`src/rtl/eprom_rv_seq.sv`:
```
module eprom_rv_seq #(
  parameter int AW         = 12,
  parameter int DW         = 8,
  parameter int CLK_DIV    = 4,
  parameter int HALF_CYC   = 3,
  parameter int PULSE_CYC  = 5,
  parameter int PRE_PULSES = 12
) (
  input  logic          clk,
  input  logic          rst_n,
  input  logic          start,
  input  logic [1:0]    op,
  input  logic [AW-1:0] addr,
  input  logic [DW-1:0] wdata,
  output logic          busy,
  output logic          done,
  output logic          err,
  output logic [AW-1:0] fail_addr,
  output logic [DW-1:0] rd_data,
  output logic          dev_clk,
  output logic          dev_rst_n,
  output logic [AW-1:0] dev_addr,
  output logic [DW-1:0] dev_data_out,
  output logic          dev_data_oe,
  input  logic [DW-1:0] dev_data_in,
  output logic          dev_oe_n,
  output logic          dev_pgm_n,
  output logic          vpp_en,
  output logic          vcc_hi
);

  localparam int MAXC = (HALF_CYC > PULSE_CYC) ? HALF_CYC : PULSE_CYC;
  localparam int CW   = $clog2(MAXC + 1);
  localparam int DIVW = $clog2(CLK_DIV);
  localparam int PW   = $clog2(PRE_PULSES + 1);
  localparam logic [DIVW-1:0] DIV_LAST = DIVW'(CLK_DIV - 1);
  localparam logic [DIVW-1:0] DIV_HALF = DIVW'(CLK_DIV / 2);
  localparam logic [CW-1:0]   HALF_END = CW'(HALF_CYC - 1);
  localparam logic [CW-1:0]   PULS_END = CW'(PULSE_CYC - 1);
  localparam logic [PW-1:0]   PRE_N    = PW'(PRE_PULSES);

  localparam logic [1:0] OP_RD = 2'd0, OP_PG = 2'd1, OP_VF = 2'd2, OP_RL = 2'd3;

  typedef enum logic [2:0] {S_IDLE, S_WAIT, S_PRE, S_ACT, S_HOLD} st_t;

  st_t           st;
  logic [CW-1:0] cnt;
  logic [1:0]    op_q;
  logic [AW-1:0] addr_q;
  logic [DW-1:0] wd_q;
  logic          rst_q;
  logic [DIVW-1:0] div_q;
  logic [PW-1:0]   warm;

  wire accept   = start && (st == S_IDLE);
  wire rst_chg  = accept && (op == OP_RL) && (wdata[0] != rst_q);
  wire edge_ev  = (div_q == DIV_LAST);
  wire warm_ok  = (warm >= PRE_N);
  wire act_last = (cnt == ((op_q == OP_PG) ? PULS_END : HALF_END));

  always_ff @(posedge clk or negedge rst_n)
    if (!rst_n)                 div_q <= '0;
    else if (edge_ev)           div_q <= '0;
    else                        div_q <= div_q + 1'b1;

  always_ff @(posedge clk or negedge rst_n)
    if (!rst_n)                 warm <= '0;
    else if (rst_chg)           warm <= '0;
    else if (edge_ev && !warm_ok) warm <= warm + 1'b1;

  always_ff @(posedge clk or negedge rst_n) begin
    if (!rst_n) begin
      st        <= S_IDLE;
      cnt       <= '0;
      op_q      <= OP_RD;
      addr_q    <= '0;
      wd_q      <= '0;
      rst_q     <= 1'b0;
      done      <= 1'b0;
      err       <= 1'b0;
      fail_addr <= '0;
      rd_data   <= '0;
    end else begin
      done <= 1'b0;
      case (st)
        S_IDLE: if (start) begin
          op_q   <= op;
          addr_q <= addr;
          wd_q   <= wdata;
          err    <= 1'b0;
          st     <= S_WAIT;
          if (op == OP_RL) rst_q <= wdata[0];
        end
        S_WAIT: if (warm_ok) begin
          cnt <= '0;
          if (op_q == OP_RL) begin
            st   <= S_IDLE;
            done <= 1'b1;
          end else st <= S_PRE;
        end
        S_PRE: if (cnt == HALF_END) begin
          st  <= S_ACT;
          cnt <= '0;
        end else cnt <= cnt + 1'b1;
        S_ACT: if (act_last) begin
          cnt <= '0;
          if (op_q == OP_PG) st <= S_HOLD;
          else begin
            st      <= S_IDLE;
            rd_data <= dev_data_in;
            if (op_q == OP_VF && dev_data_in != wd_q) begin
              err       <= 1'b1;
              fail_addr <= addr_q;
            end else done <= 1'b1;
          end
        end else cnt <= cnt + 1'b1;
        S_HOLD: if (cnt == HALF_END) begin
          st   <= S_IDLE;
          done <= 1'b1;
        end else cnt <= cnt + 1'b1;
        default: st <= S_IDLE;
      endcase
    end
  end

  wire hv = (op_q == OP_PG) || (op_q == OP_VF);

  assign busy         = (st != S_IDLE);
  assign dev_clk      = (div_q < DIV_HALF);
  assign dev_rst_n    = rst_q;
  assign dev_addr     = addr_q;
  assign dev_data_out = wd_q;
  assign dev_data_oe  = busy && (op_q == OP_PG);
  assign dev_oe_n     = !((st == S_ACT) && (op_q != OP_PG));
  assign dev_pgm_n    = !((st == S_ACT) && (op_q == OP_PG));
  assign vpp_en       = busy && hv;
  assign vcc_hi       = busy && hv;

  AST_ADDR_HOLD:   assert property (@(posedge clk) disable iff (!rst_n) (busy && $past(busy)) |-> $stable(dev_addr));
  AST_WARM_FIRST:  assert property (@(posedge clk) disable iff (!rst_n) (!dev_oe_n || !dev_pgm_n) |-> warm_ok);
  AST_PGM_SUPPLY:  assert property (@(posedge clk) disable iff (!rst_n) !dev_pgm_n |-> (vpp_en && vcc_hi && dev_data_oe));
  AST_PGM_DATA:    assert property (@(posedge clk) disable iff (!rst_n) (!dev_pgm_n && $past(!dev_pgm_n)) |-> $stable(dev_data_out));
  AST_DRIVE_EXCL:  assert property (@(posedge clk) disable iff (!rst_n) dev_data_oe |-> dev_oe_n);
  AST_STROBE_EXCL: assert property (@(posedge clk) disable iff (!rst_n) !(!dev_oe_n && !dev_pgm_n));
  AST_DONE_NO_ERR: assert property (@(posedge clk) disable iff (!rst_n) done |-> !err);
  AST_DONE_IDLE:   assert property (@(posedge clk) disable iff (!rst_n) done |-> !busy);
  AST_ERR_HELD:    assert property (@(posedge clk) disable iff (!rst_n) ($past(err) && !$past(start)) |-> err);

endmodule

```
`config.mk`:
```
export PLATFORM = sky130hd
export DESIGN_NAME = eprom_rv_seq
export DESIGN_NICKNAME = d
export VERILOG_FILES = /design/src/rtl/eprom_rv_seq.sv
export SDC_FILE = /design/constraint.sdc
export NUM_CORES = 1
export LEC_CHECK = 0
export ABC_CLOCK_PERIOD_IN_PS = 4800
export BUFFER_PORTS_ARGS = -buffer_cell sky130_fd_sc_hd__buf_2
export CAP_MARGIN = 0
export CORE_ASPECT_RATIO = 1.4
export CORE_MARGIN = 2
export CORE_UTILIZATION = 24
export CTS_BUF_LIST = sky130_fd_sc_hd__clkbuf_8
export DETAILED_ROUTE_END_ITERATION = 8
export SLEW_MARGIN = 20
export SYNTH_ARGS = -nofsm -noshare
export SYNTH_HDL_FRONTEND = slang
export SYNTH_SLANG_ARGS = --single-unit
```
`constraint.sdc`:
```
create_clock -name clk -period 4.8 [get_ports clk]
set_input_delay 0.48 -clock clk [delete_from_list [all_inputs] [get_ports clk]]
set_output_delay 0.48 -clock clk [all_outputs]
set_load 0.05 [all_outputs]
```
==> results.json <==
{
  "htree_levels": 3,
  "die_h_um": 128.3,
  "relSlewSlack_pct": 35.95,
  "min_period_over_period_pct": 51.92,
  "fmax_ghz": 0.4013,
  "ios": 83,
  "worstMarginPinSlew_ns": 0.9577,
  "cts_buffers": 9,
  "overflow": 0,
  "setup_viol": 0,
  "cap_violations": 0,
  "required_ns": 5.02,
  "end_kind": "flip-flop",
  "cts_setup_buffers": 0,
  "grt_pass1_wl_mm": 9.984,
  "initial_core_util_pct": 24.49,
  "die_w_um": 92.77,
  "antenna_found_initial": 0,
  "routed_wl_mm": 6.211,
  "reg2reg_depth": 4,
  "dp_hpwl_mm": 4.557,
  "yosysSeqAreaShare_pct": 53.88,
  "synth_top_area_share_pct": 53.88,
  "multi_input_comb_area_um2": 1121,
  "areaGrowthSynthToFinish_pct": 28.21,
  "cp-start-kind": "flip-flop",
  "grt_usage_pct": 11.22,
  "arrival_ns": 2.71,
  "core_um2": 10810,
  "rsz0062_at_grt": "false",
  "dp_slack_ns": 2.209,
  "netlist_area_um2": 2648,
  "cts_sinks": 57,
  "netlist_top_cells_count": "57 x dfrtp_1, 28 x mux2_2, 13 x nor2_1",
  "reg2reg_from": "st[0]$_DFFE_PN0P_",
  "drc": 0,
  "ys.flop_type": "dfrtp_1",
  "status": "finished clean",
  "drtIter0Drc": 40,
  "place.gp.congestion": 0.7599,
  "dieArea_um2": 11900,
  "clk_path_buf_depth": 2,
  "cts.reportedPaths.clkPinSlew_ns": 0.07,
  "num-nets-final": 331,
  "reg2reg_slack_ns": 2.31,
  "r2r_end": "fail_addr[0]$_DFFE_PN0P_",
  "fin_setup_tns_ns": 0,
  "cts-root-buf": "clkbuf_8",
  "ys_seq_elements": 57,
  "synthesis.instances": 204,
  "vias": 1893,
  "wire_per_inst_um": 14.21,
  "yosysWarningCount": 0,
  "cts_hold_buf": 0,
  "n_fill_cell": 1138,
  "synth_area_leaders": "dfrtp_1 54%, mux2_2 12%, mux2_4 5.1%",
  "synth_edf_count": 0,
  "yosysMostFrequentCell": "dfrtp_1",
  "path_class": "reg2reg",
  "antenna_left": 0,
  "grt_start_max_net_pins": 58,
  "drv_slew": 0,
  "worstPathMaxFanout": 13,
  "grt_pass1_vias": 1994,
  "finalHoldViolCount": 0,
  "period_needed_ns": 2.492,
  "clock_latency_ns": 0.34,
  "fin_ws_ns": 2.308,
  "seqCellArea_um2": 1426,
  "rows": 45,
  "layout-drive-gt1-share_pct": 47.97,
  "post_cts_resized": 0,
  "viasPerCell": 4.332,
  "ys_types": 41,
  "syn-mean-instance-area_um2": 12.98,
  "syn-num-nets": 244,
  "num_antenna_cells": 0,
  "drt_first_pass_iters": 5,
  "fin_skew_ns": 0.007543,
  "port_buffers": 82,
  "cts_tree": "built",
  "synth_top_cell_by_area": "dfrtp_1",
  "synthArstFlopShare_pct": 100.0,
  "hp-class": "in2async"
}
worst max-delay path: stages, from the launching register on:
cell      delay, ns
dfrtp_1        0.47
nor2b_4        0.31
nand4b_4       0.30
a211oi_4       0.89
mux2_1         0.39
logic make-up after synthesis:
kind of cell / count (synthesis) / share of synthesized area [%]
flops: 57 / 53.88
simple gates: 49 / 10.82
mux: 43 / 19.47
compound gates: 19 / 5.104
buf+inv: 18 / 3.780
xor+xnor: 11 / 3.639
fa+ha+maj: 7 / 3.308
through the flow:
| step | cell area (um2) | utilization, % | hold slack, ns | std cells |
|---|---|---|---|---|
| 6_report | 3395 | 31.40 | 0.2912 | 437 |
| 5_1_grt | 3395 | 31.40 | 0.3362 | 437 |
| 4_1_cts | 3395 | 31.40 | 0.2970 | 437 |
| 3_5_place_dp | 3187 | 29.48 | 0.4320 | 421 |
| 3_3_place_gp | 3187 | 29.48 | 0.4142 | 421 |
| 2_1_floorplan | 2648 | - | 0.1844 | 204 |
worst max path at each step:
| stage | cells after the start | endpoint | from |
|---|---|---|---|
| final | 4 | fail_addr[0]$_DFFE_PN0P_ | st[0]$_DFFE_PN0P_ |
| after global routing | 6 | warm[0]$_DFFE_PN0P_ | st[1]$_DFFE_PN0P_ |
| after CTS | 4 | fail_addr[0]$_DFFE_PN0P_ | st[0]$_DFFE_PN0P_ |
| after detailed placement | 5 | fail_addr[0]$_DFFE_PN0P_ | op_q[1]$_DFFE_PN0P_ |
| after global placement | 5 | fail_addr[1]$_DFFE_PN0P_ | op_q[1]$_DFFE_PN0P_ |
| after floorplan | 4 | vpp_en | op_q[0]$_DFFE_PN0P_ |
layout by cell type, fill, tap and decap left out, types with 8 or more instances in the layout:
master    instances
inv_1            12
dfrtp_1          57
xor2_1           10
nand2_1           9
nor2_1           13
clkbuf_8         12
buf_2            82
mux2_4            9
nand3_1           8
mux2_2           28
final cells by class:
type                    instances  area share (%)
flip-flops and latches         57           42.02
multi-input cells             129           33.03
repair buffers                 84           12.53
well taps                     141           5.197
clock buffers                  12           4.865
clock inverters                 4           1.253
inverters                      10           1.106
registers in the layout, summed over array words and instances, names as in the netlist:
register and flops:
rd_data 8, dev_data_out 8, st 3, div_q 2
op_q 2, warm 4, dev_addr 12, cnt 3
err 1, done 1, dev_rst_n 1, fail_addr 12
metal layers:
layer / vias to the layer above / GRT usage, % / share of wire, %
met1: 938 / 12.69 / 41
met2: 61 / 18.37 / 51
met4: 0 / 5.363 / 2.0
met5: - / 0 / 0
met3: 11 / 4.527 / 6.3
li1: 883 / - / -
Power is not shown: default switching activity piles up to over one toggle a cycle in this logic, so the estimate is an artifact.
